### src/rtl/swpw_pkg.sv
package swpw_pkg;

  typedef enum logic [1:0] {
    ST_SLEEP = 2'b00,
    ST_HOLD  = 2'b01,
    ST_IO    = 2'b10
  } pw_state_e;

  // Round a duration in ns up to whole clock cycles, never below one.
  function automatic int unsigned ns_to_cycles(longint unsigned clk_hz,
                                               longint unsigned dur_ns);
    longint unsigned c;
    c = (dur_ns * clk_hz + 64'd999_999_999) / 64'd1_000_000_000;
    if (c < 64'd1) c = 64'd1;
    return int'(c);
  endfunction

  // Bits needed to hold the values 0 .. limit-1.
  function automatic int unsigned cnt_bits(int unsigned limit);
    if (limit < 3) return 1;
    return $clog2(limit);
  endfunction

endpackage

### src/rtl/swpw_sync.sv
module swpw_sync #(
  parameter bit IDLE_LEVEL = 1'b1
) (
  input  logic clk,
  input  logic rst_n,
  input  logic async_i,
  output logic sync_o
);

  logic [1:0] stage_q;

  always_ff @(posedge clk or negedge rst_n) begin
    if (!rst_n) stage_q <= {2{IDLE_LEVEL}};
    else        stage_q <= {stage_q[0], async_i};
  end

  assign sync_o = stage_q[1];

endmodule

### src/rtl/swpw_glitch.sv
module swpw_glitch #(
  parameter int unsigned ACT_CYC = 5,
  parameter int unsigned SLP_CYC = 1500
) (
  input  logic clk,
  input  logic rst_n,
  input  logic sync_i,
  input  logic mode_act_i,
  output logic filt_o,
  output logic flip_o
);

  localparam int unsigned CW = swpw_pkg::cnt_bits(SLP_CYC);
  localparam logic [CW-1:0] ACT_M1 = CW'(ACT_CYC - 1);
  localparam logic [CW-1:0] SLP_M1 = CW'(SLP_CYC - 1);

  logic          filt_q;
  logic [CW-1:0] cnt_q;
  logic [CW-1:0] thr_m1;
  logic          differ;
  logic          at_thr;

  assign thr_m1 = mode_act_i ? ACT_M1 : SLP_M1;
  assign differ = (sync_i != filt_q);
  assign at_thr = (cnt_q >= thr_m1);
  assign flip_o = differ && at_thr;

  always_ff @(posedge clk or negedge rst_n) begin
    if (!rst_n) begin
      filt_q <= 1'b1;
      cnt_q  <= '0;
    end else if (!differ) begin
      cnt_q <= '0;
    end else if (at_thr) begin
      filt_q <= sync_i;
      cnt_q  <= '0;
    end else begin
      cnt_q <= cnt_q + 1'b1;
    end
  end

  assign filt_o = filt_q;

  AST_FILT_NEEDS_DIFF: assert property (@(posedge clk) disable iff (!rst_n)
    (filt_q != $past(filt_q)) |-> ($past(sync_i) != $past(filt_q)));
  AST_CNT_BOUND: assert property (@(posedge clk) disable iff (!rst_n)
    cnt_q <= SLP_M1);

endmodule

### src/rtl/swpw_runcnt.sv
module swpw_runcnt #(
  parameter int unsigned LIMIT = 16
) (
  input  logic clk,
  input  logic rst_n,
  input  logic en_i,
  output logic hit_o
);

  localparam int unsigned W = swpw_pkg::cnt_bits(LIMIT);
  localparam logic [W-1:0] LIMIT_M1 = W'(LIMIT - 1);

  logic [W-1:0] cnt_q;

  assign hit_o = en_i && (cnt_q == LIMIT_M1);

  always_ff @(posedge clk or negedge rst_n) begin
    if (!rst_n)              cnt_q <= '0;
    else if (!en_i || hit_o) cnt_q <= '0;
    else                     cnt_q <= cnt_q + 1'b1;
  end

  AST_RUN_BOUND: assert property (@(posedge clk) disable iff (!rst_n)
    cnt_q <= LIMIT_M1);

endmodule

### src/rtl/swpw_ctrl.sv
module swpw_ctrl
  import swpw_pkg::*;
#(
  parameter int unsigned WAKE_CYC  = 6000,
  parameter int unsigned READY_CYC = 250000,
  parameter int unsigned WDOG_CYC  = 1000000
) (
  input  logic      clk,
  input  logic      rst_n,
  input  logic      filt_i,
  output pw_state_e state_o,
  output logic      stb_o,
  output logic      act_o
);

  pw_state_e st_q, st_d;
  logic      stb_q;
  logic      low_en, low_hit;
  logic      hi_en, hi_hit;
  logic      wd_en, wd_hit;

  assign low_en = (st_q == ST_SLEEP) && !filt_i;
  assign hi_en  = (st_q == ST_HOLD) && filt_i;
  assign wd_en  = (st_q != ST_SLEEP);

  swpw_runcnt #(.LIMIT(WAKE_CYC)) u_low_run (
    .clk(clk), .rst_n(rst_n), .en_i(low_en), .hit_o(low_hit));

  swpw_runcnt #(.LIMIT(READY_CYC)) u_ready (
    .clk(clk), .rst_n(rst_n), .en_i(hi_en), .hit_o(hi_hit));

  swpw_runcnt #(.LIMIT(WDOG_CYC)) u_wdog (
    .clk(clk), .rst_n(rst_n), .en_i(wd_en), .hit_o(wd_hit));

  always_comb begin
    st_d = st_q;
    unique case (st_q)
      ST_SLEEP: if (low_hit) st_d = ST_HOLD;
      ST_HOLD:  if (wd_hit) st_d = ST_SLEEP;
                else if (hi_hit) st_d = ST_IO;
      ST_IO:    if (wd_hit) st_d = ST_SLEEP;
      default:  st_d = ST_SLEEP;
    endcase
  end

  always_ff @(posedge clk or negedge rst_n) begin
    if (!rst_n) begin
      st_q  <= ST_SLEEP;
      stb_q <= 1'b0;
    end else begin
      st_q  <= st_d;
      stb_q <= (st_q == ST_SLEEP) && (st_d == ST_HOLD);
    end
  end

  assign state_o = st_q;
  assign stb_o   = stb_q;
  assign act_o   = (st_q != ST_SLEEP);

  AST_STB_IN_HOLD: assert property (@(posedge clk) disable iff (!rst_n)
    stb_q |-> (st_q == ST_HOLD && $past(st_q) == ST_SLEEP));
  AST_EXIT_HAS_STB: assert property (@(posedge clk) disable iff (!rst_n)
    (st_q != ST_SLEEP && $past(st_q) == ST_SLEEP) |-> stb_q);
  AST_NO_SKIP_HOLD: assert property (@(posedge clk) disable iff (!rst_n)
    ($past(st_q) == ST_SLEEP) |-> (st_q != ST_IO));
  AST_IO_AFTER_HIGH: assert property (@(posedge clk) disable iff (!rst_n)
    (st_q == ST_IO && $past(st_q) == ST_HOLD) |-> $past(filt_i));
  AST_WDOG_FORCES: assert property (@(posedge clk) disable iff (!rst_n)
    wd_hit |=> (st_q == ST_SLEEP));
  AST_IO_HOLDS: assert property (@(posedge clk) disable iff (!rst_n)
    ($past(st_q) == ST_IO && !$past(wd_hit)) |-> (st_q == ST_IO));
  AST_STATE_ENC: assert property (@(posedge clk) disable iff (!rst_n)
    st_q != 2'b11);

endmodule

### src/rtl/swpw_top.sv
module swpw_top #(
  parameter longint unsigned CLK_HZ          = 100_000_000,
  parameter longint unsigned ACT_GLITCH_NS   = 45,
  parameter longint unsigned SLEEP_GLITCH_NS = 15_000,
  parameter longint unsigned WAKE_LOW_NS     = 60_000,
  parameter longint unsigned READY_NS        = 2_500_000,
  parameter longint unsigned WDOG_NS         = 1_300_000_000
) (
  input  logic       clk,
  input  logic       rst_n,
  input  logic       line_i,
  output logic [1:0] state_o,
  output logic       line_filt_o,
  output logic       wake_stb_o
);

  localparam int unsigned ACT_CYC   = swpw_pkg::ns_to_cycles(CLK_HZ, ACT_GLITCH_NS);
  localparam int unsigned SLP_CYC   = swpw_pkg::ns_to_cycles(CLK_HZ, SLEEP_GLITCH_NS);
  localparam int unsigned WAKE_CYC  = swpw_pkg::ns_to_cycles(CLK_HZ, WAKE_LOW_NS);
  localparam int unsigned READY_CYC = swpw_pkg::ns_to_cycles(CLK_HZ, READY_NS);
  localparam int unsigned WDOG_CYC  = swpw_pkg::ns_to_cycles(CLK_HZ, WDOG_NS);

  logic                line_sync;
  logic                line_filt;
  logic                filt_flip;
  logic                mode_act;
  swpw_pkg::pw_state_e st;
  logic                stb;

  swpw_sync #(.IDLE_LEVEL(1'b1)) u_sync (
    .clk(clk), .rst_n(rst_n), .async_i(line_i), .sync_o(line_sync));

  swpw_glitch #(.ACT_CYC(ACT_CYC), .SLP_CYC(SLP_CYC)) u_glitch (
    .clk(clk), .rst_n(rst_n), .sync_i(line_sync), .mode_act_i(mode_act),
    .filt_o(line_filt), .flip_o(filt_flip));

  swpw_ctrl #(.WAKE_CYC(WAKE_CYC), .READY_CYC(READY_CYC), .WDOG_CYC(WDOG_CYC)) u_ctrl (
    .clk(clk), .rst_n(rst_n), .filt_i(line_filt), .state_o(st), .stb_o(stb),
    .act_o(mode_act));

  assign state_o     = st;
  assign line_filt_o = line_filt;
  assign wake_stb_o  = stb;

  initial begin
    AST_THR_ORDER: assert (ACT_CYC < SLP_CYC && SLP_CYC < WAKE_CYC);
  end

  AST_FLIP_MOVES_OUT: assert property (@(posedge clk) disable iff (!rst_n)
    filt_flip |=> (line_filt_o != $past(line_filt_o)));

endmodule

### config.mk
export PLATFORM = sky130hd
export DESIGN_NAME = swpw_top
export DESIGN_NICKNAME = d
export VERILOG_FILES = /design/src/rtl/swpw_pkg.sv /design/src/rtl/swpw_sync.sv /design/src/rtl/swpw_glitch.sv /design/src/rtl/swpw_runcnt.sv /design/src/rtl/swpw_ctrl.sv /design/src/rtl/swpw_top.sv
export SDC_FILE = /design/constraint.sdc
export NUM_CORES = 1
export LEC_CHECK = 0
export ABC_AREA = 1
export BUFFER_PORTS_ARGS = -buffer_cell sky130_fd_sc_hd__buf_2
export CORE_UTILIZATION = 55
export DETAILED_ROUTE_END_ITERATION = 7
export GPL_ROUTABILITY_DRIVEN = 0
export HOLD_SLACK_MARGIN = 0.05
export PLACE_DENSITY = 0.74
export SYNTH_ARGS = -nofsm -noshare
export SYNTH_HDL_FRONTEND = slang
export SYNTH_SLANG_ARGS = --single-unit
export TNS_END_PERCENT = 20
### constraint.sdc
create_clock -name clk -period 2.31 [get_ports clk]
set_clock_uncertainty 0.2 [all_clocks]
set_input_delay 0.462 -clock clk [delete_from_list [all_inputs] [get_ports clk]]
set_output_delay 0.462 -clock clk [all_outputs]
set_load 0.01 [all_outputs]
==> results.py, run 1 <==
metrics = {
    "outcome": {
        "status": "completed",
    },
    "global_route": {
        "overflow": 0,
        "grt_pass1_wl_mm": 16.41,
        "grt_max_degree": 35,
        "grtUsageTotal": 0.2458,
        "antenna_found_initial": 0,
        "grt_pass1_vias": 3746,
    },
    "yosys": {
        "yosys.area.top_type_share": 0.4077,
        "yosysWarnings": 0,
        "ys_seq_elements": 75,
        "syn_inst": 617,
        "synth_most_common_cell": "nand2_1",
        "async_flop_share": 1.000,
        "avgSynthCellArea_um2": 7.162,
        "yosysUniqueCellTypes": 29,
        "syn_area_um2": 4419,
        "synth_nets": 633,
        "synth_top_area_cell": "dfrtp_1",
        "synthFlopType": "dfrtp_1",
        "synth_edf_count": 0,
        "ys_top_cells_by_count": "nand2_1 (175), nor2_1 (151), inv_1 (74)",
        "synthTopCellsByArea": "dfrtp_1 (41%), nand2_1 (15%), nor2_1 (13%)",
        "seq_area_frac_synth": 0.4255,
    },
    "sta": {
        "hold-worst-slack_ns": 0.1562,
        "hold_violations": 0,
        "max_freq_mhz": 462.3,
        "max_slew_margin": 0.6898,
        "slew_viol_final": 0,
        "fin_crit_sh": 0.9364,
        "setup_viol": 0,
        "worst_pin_slew_ns": 0.4642,
        "rsz0062_at_grt": "false",
        "min_period_ns": 2.163,
    },
    "setup_path": {
        "worstReg2RegStart": "u_ctrl.state_o[0]$_DFF_PN0_",
        "critPathMaxStageDelay_ns": 0.42,
        "cp_slowest_cell": "dfrtp_1",
        "cp_max_fo": 11,
        "required_ns": 2.39,
        "timing.critical_path.mode_cell": "nand2_1",
        "rrSetupSlack_ns": 0.15,
        "path_class": "flip-flop to flip-flop",
        "worstSetupStartpointType": "flip-flop",
        "crit_arrival_ns": 2.24,
        "regToRegEndpoint": "u_glitch.cnt_q[9]$_DFF_PN0_",
        "path_cells": "nor2_2, inv_1, buf_4, ha_1, nand2_1, nand2_1, nand2_1, nand2_1, a21oi_4, nand3_4, nor2_1",
        "rr_worst_depth": 11,
        "crit_path_end_kind": "flip-flop",
    },
    "clock_tree": {
        "cts_sinks": 75,
        "clk-insertion-delay-late_ns": 0.36,
        "cts_made_buffers": 9,
        "cts_max_level": 3,
        "path_clk_slew_ns": 0.08,
        "cts_tree": "built",
        "cts_root_buf": "clkbuf_8",
        "cts_max_path_buffers": 2,
        "cts_setup_buffers": 0,
    },
    "floorplan": {
        "start_util": 0.5689,
        "num_rows": 32,
        "chipHeight_um": 91.64,
        "io_pins": 7,
        "die_w_um": 91.64,
        "core_area_um2": 7767,
        "die_area_um2": 8398,
    },
    "pwr": {
        "p_per_area_nw_per_um2": 540.1,
        "pwr-share-clk": 0.471,
        "power_mw": 2.623,
        "seq_power_share": 0.505,
        "vdd_drop_max_uv": 325.3,
        "p_sw_uw": 566.0,
        "p_leak_nw": 2.090,
        "comb_power_share": 0.024,
        "internal_power_mw": 2.057,
        "p_sw_frac": 0.2157,
    },
    "placed_design": {
        "place_inst": 726,
        "port_buffers": 6,
        "hpwl_mm": 6.723,
    },
    "routing": {
        "vias": 3727,
        "drt_wl_total_mm": 9.164,
        "routedWlPerCell_um": 12.32,
        "post-route-drc-count": 0,
        "drt_iter0_drc": 174,
        "firstDrtPassIters": 4,
        "postRouteAntennaNets": 0,
        "viasPerCell": 5.009,
    },
    "cells_and_area": {
        "diodes": 0,
        "nets": 653,
        "area_delta_synth_final_pct": 9.909,
        "final_core_util": 0.6253,
        "n_fill_cell": 707,
        "drive_gt1_frac": 0.07009,
        "stdcell_count": 744,
    },
    "min_path": {
        "min-delay-start": "u_sync.stage_q[0]$_DFF_PN1_",
        "hold_depth": 0,
        "whs_endpoint": "u_sync.stage_q[1]$_DFF_PN1_",
        "hold_class": "flip-flop to flip-flop",
    },
    "flow_run": {
        "max-cap-violations": 0,
    },
}
-- metrics by stage --
stage	worst slack (ns)	instance area [um^2]	TNS, ns
3_3_place_gp	0.1006	4564	0
5_1_grt	0.009557	4857	0
6_report	0.1470	4857	0
3_5_place_dp	-0.02571	4564	-0.04759
2_1_floorplan	0.09185	4419	0
4_1_cts	0.07842	4831	0
-- metal layers --
metal	wire (um)	vias to the layer above	part of all wire	GRT usage
met1	4339	1736	0.47	0.3132
met3	268	15	0.029	0.03980
li1	-	1939	-	-
met5	0	-	0	0
met2	4391	37	0.48	0.4154
met4	164	0	0.018	0.1019
-- worst max-delay path by stage --
stage	from	endpoint	slack [ns]	cells after the start
2_1_floorplan	u_ctrl.state_o[0]$_DFF_PN0_	u_glitch.cnt_q[0]$_DFF_PN0_	0.09	11
3_3_place_gp	u_ctrl.state_o[0]$_DFF_PN0_	u_glitch.cnt_q[9]$_DFF_PN0_	0.10	11
3_5_place_dp	u_ctrl.state_o[0]$_DFF_PN0_	u_glitch.cnt_q[9]$_DFF_PN0_	-0.03	11
4_1_cts	u_ctrl.state_o[0]$_DFF_PN0_	u_glitch.cnt_q[9]$_DFF_PN0_	0.08	11
5_1_grt	u_ctrl.state_o[0]$_DFF_PN0_	u_glitch.cnt_q[9]$_DFF_PN0_	0.01	11
6_report	u_ctrl.state_o[0]$_DFF_PN0_	u_glitch.cnt_q[9]$_DFF_PN0_	0.15	11
-- cells by family (layout without fill, tap and decap cells) --
family / Yosys count / in the layout / synth area share
buf+inv: 80 / 105 / 0.07729
fa+ha+maj: 13 / 13 / 0.03681
flops: 75 / 75 / 0.4255
xor+xnor: 34 / 34 / 0.06738
simple gates: 404 / 404 / 0.3791
compound gates: 11 / 11 / 0.01387
-- worst max-delay path, delay by kind of cell (launching register included) --
kind	cells	cell delay (ns)
AOI/OAI and AO/OA	1	0.18
adders and majority gates	1	0.29
buffers and inverters	2	0.30
DFF	1	0.42
and+or+nand+nor	7	0.69
-- power by group through the flow --
stage          Clock [mW]  Combinational, mW  Sequential (mW)
2_1_floorplan           0             0.0183             1.35
3_3_place_gp            0             0.0555             1.35
3_5_place_dp            0             0.0584             1.35
4_1_cts              1.26             0.0632             1.33
5_1_grt              1.32             0.0721             1.33
6_report             1.24             0.0619             1.33
-- flip-flops by register name, summed over array words and instances (netlist names) --
name	flops
u_ctrl.state_o	2
u_ctrl.stb_o	1
u_ctrl.u_low_run.cnt_q	13
u_ctrl.u_ready.cnt_q	18
u_ctrl.u_wdog.cnt_q	27
u_glitch.cnt_q	11
u_glitch.filt_o	1
u_sync.stage_q	2
-- cell usage in the layout (no fill, tap or decap), drive strengths merged, types with 8 or more instances in the layout --
cell,count
inv,75
ha,13
dfrtp,72
nor2,156
nand2,178
buf,12
xor2,27
nor3,18
clkbuf,10
nand3,37
nand4,9
a21oi,8
-- cell type report --
type	count	area [um^2]	area share
Multi-Input combinational cell	462	2228	0.4588
Sequential cell	75	1881	0.3872
Inverter	75	281.5	0.05796
Clock buffer	10	127.6	0.02628
Tap cell	102	127.6	0.02628
Clock inverter	6	113.9	0.02344
Timing Repair Buffer	14	97.59	0.02009
-- repair_timing --
| item | in CTS | in global routing |
|---|---|---|
| endpoints found under the setup margin | 11 | 11 |
| hold buffers | 2 | 0 |
| resized for setup | 1 | 4 |
| hold endpoints to repair | 29 | 0 |
(Power assumes the default switching activity.)
==> inputs of run 2 (changes only) <==
Settings changed: SYNTH_HIERARCHICAL set to 1.
==> results.py, run 2 <==
metrics = {
    "floorplan": {
        "die_w_um": 94.13,
        "io_pins": 7,
        "num_rows": 33,
        "start_util": 0.5681,
        "core_area_um2": 8217,
        "chipHeight_um": 94.13,
        "die_area_um2": 8860,
    },
    "cells_and_area": {
        "top_regs": "u_ctrl/u_wdog/cnt_q: 27 flops, u_ctrl/u_ready/cnt_q: 18 flops, u_ctrl/u_low_run/cnt_q: 13 flops",
        "mostFrequentLayoutCells": "nand2_1 (154), nor2_1 (124), dfrtp_1 (72)",
        "ff_latch_area_um2": 1881,
        "n_fill_cell": 704,
        "stdcell_count": 749,
        "diodes": 0,
        "multi_input_comb_area_um2": 2461,
        "drive_gt1_frac": 0.1522,
        "nets": 655,
        "area_delta_synth_final_pct": 8.041,
        "final_common_cell": "nand2_1",
        "largest_reg_flops": 27,
        "top_register": "u_ctrl/u_wdog/cnt_q",
    },
    "setup_path": {
        "cp.buffers_inverters": 2,
        "crit_path_end_kind": "flip-flop",
        "timing.critical_path.mode_cell": "nand2_1",
        "required_ns": 2.38,
        "crit_family": "simple AND/OR/NAND/NOR gates",
        "cp_max_fo": 13,
        "path_cells": "inv_2, nand2_4, ha_1, inv_1, nor2_1, nand2_1, nand2_1, nand2_1, nand4_4, nor2_1",
        "path_class": "flip-flop to flip-flop",
        "crit_arrival_ns": 2.19,
        "cp_slowest_cell": "dfrtp_1",
        "critPathMaxStageDelay_ns": 0.41,
        "worstSetupStartpointType": "flip-flop",
    },
    "global_route": {
        "grt.busiest_layer": "met2",
        "antenna_found_initial": 0,
        "grtUsageTotal": 0.2374,
        "grt_use_met3": 0.03803,
        "grt_use_met2": 0.4033,
        "grt_pass1_vias": 3738,
        "grt_pass1_wl_mm": 16.27,
        "grt_max_degree": 41,
        "grt_use_met1": 0.2918,
        "overflow": 0,
    },
    "routing": {
        "postRouteAntennaNets": 0,
        "vias": 3951,
        "post-route-drc-count": 0,
        "drt_iter0_drc": 137,
        "routedWlPerCell_um": 12.59,
        "viasPerCell": 5.275,
        "drt_wl_total_mm": 9.430,
        "firstDrtPassIters": 5,
    },
    "clock_tree": {
        "cts_tree": "built",
        "cts_max_path_buffers": 2,
        "cts_root_buf": "clkbuf_8",
        "cts_made_buffers": 9,
        "cts_max_level": 3,
        "cts_sinks": 75,
        "cts_setup_buffers": 0,
        "clk-insertion-delay-late_ns": 0.35,
        "path_clk_slew_ns": 0.07,
    },
    "flow_run": {
        "max-cap-violations": 0,
    },
    "placed_design": {
        "hpwl_mm": 6.840,
        "port_buffers": 6,
        "place_inst": 731,
    },
    "sta": {
        "min_period_ns": 2.117,
        "setup_viol": 0,
        "hold_violations": 0,
        "max_freq_mhz": 472.4,
        "fin_crit_sh": 0.9163,
        "max_slew_margin": 0.6511,
        "hold-worst-slack_ns": 0.1576,
        "rsz0062_at_grt": "false",
        "setup_tns_ns": 0,
        "worst_pin_slew_ns": 0.5234,
        "slew_viol_final": 0,
    },
    "pwr": {
        "vdd_drop_max_uv": 324.9,
        "p_leak_nw": 2.130,
        "p_per_area_nw_per_um2": 500.4,
        "power_mw": 2.524,
    },
    "yosys": {
        "avgSynthCellArea_um2": 7.493,
        "syn_area_um2": 4668,
        "yosysWarnings": 6,
        "synth_nets": 639,
        "syn_inst": 623,
    },
    "min_path": {
        "hold_class": "flip-flop to flip-flop",
    },
    "outcome": {
        "status": "completed",
    },
}
==> run 2: cell type report <==
class,instances,share of cell area
Clock buffer,10,0.02729
Clock inverter,6,0.01712
Inverter,69,0.05135
Multi-Input combinational cell,473,0.4880
Sequential cell,75,0.3729
Tap cell,105,0.02605
Timing Repair Buffer,11,0.01737
==> run 2: where the power goes <==
group          switching, mW  internal, mW  total [mW]
Combinational         0.0437        0.0204      0.0641
Clock                  0.495         0.638        1.13
Sequential           0.00741          1.32        1.33
Total                  0.546          1.98        2.52
==> run 2: worst paths after layout <==
check | startpoint | depth (start not counted) | to | slack, ns
min reg2reg | u_sync/stage_q[0]$_DFF_PN1_ | 0 | u_sync/stage_q[1]$_DFF_PN1_ | 0.16
max reg2reg | u_ctrl/state_o[0]$_DFF_PN0_ | 10 | u_glitch/cnt_q[10]$_DFF_PN0_ | 0.19
min in group asynchronous | rst_n | 2 | u_ctrl/u_ready/cnt_q[7]$_DFF_PN0_ | 0.43
min | u_sync/stage_q[0]$_DFF_PN1_ | 0 | u_sync/stage_q[1]$_DFF_PN1_ | 0.16
max | u_ctrl/state_o[0]$_DFF_PN0_ | 10 | u_glitch/cnt_q[10]$_DFF_PN0_ | 0.19
max in group asynchronous | rst_n | 3 | u_ctrl/u_wdog/cnt_q[2]$_DFF_PN0_ | 0.95
==> run 2: metrics by stage <==
stage | cell area [um^2] | util | setup WS [ns]
6_report | 5044 | 0.6138 | 0.1933
5_1_grt | 5044 | 0.6138 | 0.01209
4_1_cts | 5035 | 0.6128 | 0.04017
3_5_place_dp | 4791 | 0.5831 | 0.04123
3_3_place_gp | 4791 | 0.5831 | 0.1716
2_1_floorplan | 4668 | - | 0.3274
==> run 2: repair_timing <==
action                     4_1_cts  5_1_grt
hold endpoints to repair        35        0
resized for setup                0        1
setup endpoints to repair        0       11
hold buffers                     2        0
==> run 2: layer usage <==
metal | part of all wire | up-vias | wire length [um]
met1 | 0.44 | 1865 | 4137
li1 | - | 1975 | -
met3 | 0.040 | 20 | 376
met4 | 0.023 | 0 | 221
met5 | 0 | - | 0
met2 | 0.50 | 91 | 4695
==> run 2: worst reg2reg max path: stages (launching register included) <==
cell and delay, ns:
dfrtp_1 0.41, inv_2 0.10, nand2_4 0.13, ha_1 0.39, inv_1 0.08, nor2_1 0.04
nand2_1 0.07, nand2_1 0.04, nand2_1 0.13, nand4_4 0.27, nor2_1 0.17
==> inputs of run 3 (changes only) <==
Settings changed: CORE_ASPECT_RATIO set to 0.75.
==> results.py, run 3 (synthesis results as in run 2) <==
metrics = {
    "routing": {
        "drt_iter0_drc": 168,
        "vias": 3953,
        "post-route-drc-count": 0,
        "drt_wl_total_mm": 9.773,
        "viasPerCell": 5.278,
        "routedWlPerCell_um": 13.05,
        "postRouteAntennaNets": 0,
        "firstDrtPassIters": 5,
    },
    "cells_and_area": {
        "finalInstanceArea_um2": 5136,
        "area_delta_synth_final_pct": 10.02,
        "diodes": 0,
        "drive_gt1_frac": 0.1506,
        "mostFrequentLayoutCells": "nand2_1 (154), nor2_1 (124), dfrtp_1 (72)",
        "top_regs": "u_ctrl/u_wdog/cnt_q: 27 flops, u_ctrl/u_ready/cnt_q: 18 flops, u_ctrl/u_low_run/cnt_q: 13 flops",
        "final_common_cell": "nand2_1",
        "largest_reg_flops": 27,
        "nets": 655,
        "top_register": "u_ctrl/u_wdog/cnt_q",
    },
    "global_route": {
        "grt_pass1_vias": 3825,
        "grtUsageTotal": 0.2478,
        "antenna_found_initial": 0,
        "grt_pass1_wl_mm": 16.91,
        "grt_max_degree": 46,
        "overflow": 0,
    },
    "pwr": {
        "power_mw": 2.818,
        "vdd_drop_max_uv": 439.2,
        "p_per_area_nw_per_um2": 548.7,
        "p_leak_nw": 2.161,
    },
    "clock_tree": {
        "path_clk_slew_ns": 0.06,
        "clk-insertion-delay-late_ns": 0.34,
        "cts_root_buf": "clkbuf_16",
        "cts_sinks": 75,
        "cts_tree": "built",
        "cts_max_path_buffers": 2,
        "cts_max_level": 3,
        "cts_made_buffers": 9,
    },
    "floorplan": {
        "die_w_um": 108.4,
        "chipHeight_um": 81.79,
        "core_area_um2": 8058,
        "start_util": 0.5793,
        "die_area_um2": 8864,
        "num_rows": 28,
        "io_pins": 7,
    },
    "setup_path": {
        "required_ns": 2.33,
        "crit_start": "u_ctrl/state_o[0]$_DFF_PN0_",
        "worstReg2RegStart": "u_ctrl/state_o[0]$_DFF_PN0_",
        "cp_slowest_cell": "dfrtp_1",
        "path_class": "flip-flop to flip-flop",
        "worstSetupStartpointType": "flip-flop",
        "critPathMaxStageDelay_ns": 0.38,
        "path_cells": "inv_2, nand2_4, inv_1, ha_1, nand2_1, nor2_1, nand2_1, nor2_1, nor2_4, nand4_4, buf_12, nor2_2",
        "crit_path_end_kind": "flip-flop",
        "crit_arrival_ns": 2.20,
        "cp_max_fo": 13,
    },
    "placed_design": {
        "hpwl_mm": 7.064,
        "port_buffers": 6,
        "place_area_um2": 4776,
    },
    "sta": {
        "worst_pin_slew_ns": 0.4074,
        "slew_viol_final": 0,
        "max_freq_mhz": 458.6,
        "min_period_ns": 2.181,
        "setup_viol": 0,
        "hold-worst-slack_ns": 0.1587,
        "fin_crit_sh": 0.9440,
        "setup_tns_ns": 0,
        "rsz0062_at_grt": "false",
        "hold_violations": 0,
        "max_slew_margin": 0.7274,
    },
    "flow_run": {
        "max-cap-violations": 0,
    },
    "min_path": {
        "min-delay-start": "u_sync/stage_q[0]$_DFF_PN1_",
        "hold_class": "flip-flop to flip-flop",
    },
    "outcome": {
        "status": "completed",
    },
}
[run 3: final cells by class]
| class | count | area [um^2] |
|---|---|---|
| multi-input combinational | 473 | 2461 |
| timing repair buffer | 11 | 100.1 |
| sequential | 75 | 1881 |
| tap | 105 | 131.4 |
| fill | 726 | 2922 |
| clock inverter | 5 | 61.31 |
| clock buffer | 11 | 242.7 |
| inverter | 69 | 259.0 |
[run 3: report_power, final]
part / total (mW) / switching (mW) / internal [mW]
logic: 0.0674 / 0.0446 / 0.0228
clock network: 1.42 / 0.552 / 0.869
registers: 1.33 / 0.00791 / 1.32
[run 3: through the flow]
| stage | worst slack [ns] | util | instances |
|---|---|---|---|
| detailed placement | -0.008712 | 0.5927 | 729 |
| global route | 0.02048 | 0.6374 | 749 |
| floorplan | 0.3274 | - | 623 |
| finish | 0.1294 | 0.6374 | 749 |
| CTS | 0.1295 | 0.6340 | 747 |
| global placement | 0.1834 | 0.5927 | 729 |
[run 3: path summary, 6_finish.rpt]
check / endpoint / slack (ns) / cells after the start
max in group asynchronous: u_glitch/filt_o$_DFFE_PN1P_ / 0.89 / 3
hold / removal: u_sync/stage_q[1]$_DFF_PN1_ / 0.16 / 0
setup reg to reg: u_glitch/cnt_q[3]$_DFF_PN0_ / 0.13 / 12
min in group asynchronous: u_ctrl/u_wdog/cnt_q[25]$_DFF_PN0_ / 0.40 / 2
setup / recovery: u_glitch/cnt_q[3]$_DFF_PN0_ / 0.13 / 12
hold reg to reg: u_sync/stage_q[1]$_DFF_PN1_ / 0.16 / 0
[run 3: what timing repair did]
item	4_1_cts	5_1_grt
endpoints found under the setup margin	1	3
buffers inserted	0	2
hold buffers	2	0
pin swaps	0	1
gates resized for setup	1	0
hold endpoints to repair	29	0
[run 3: critical path, delay by kind of cell, from the launching register on]
| family | cells | cell delay, ns |
|---|---|---|
| adder cells (fa/ha/maj) | 1 | 0.34 |
| buffers and inverters | 3 | 0.31 |
| flip-flops | 1 | 0.38 |
| AND/OR/NAND/NOR | 8 | 0.82 |
[run 3: routing by layer]
| layer | GRT usage | vias up | part of all wire |
|---|---|---|---|
| li1 | - | 1979 | - |
| met2 | 0.4153 | 97 | 0.47 |
| met1 | 0.3191 | 1864 | 0.47 |
| met4 | 0.06351 | 0 | 0.010 |
| met3 | 0.06905 | 13 | 0.047 |
| met5 | 0 | - | 0 |
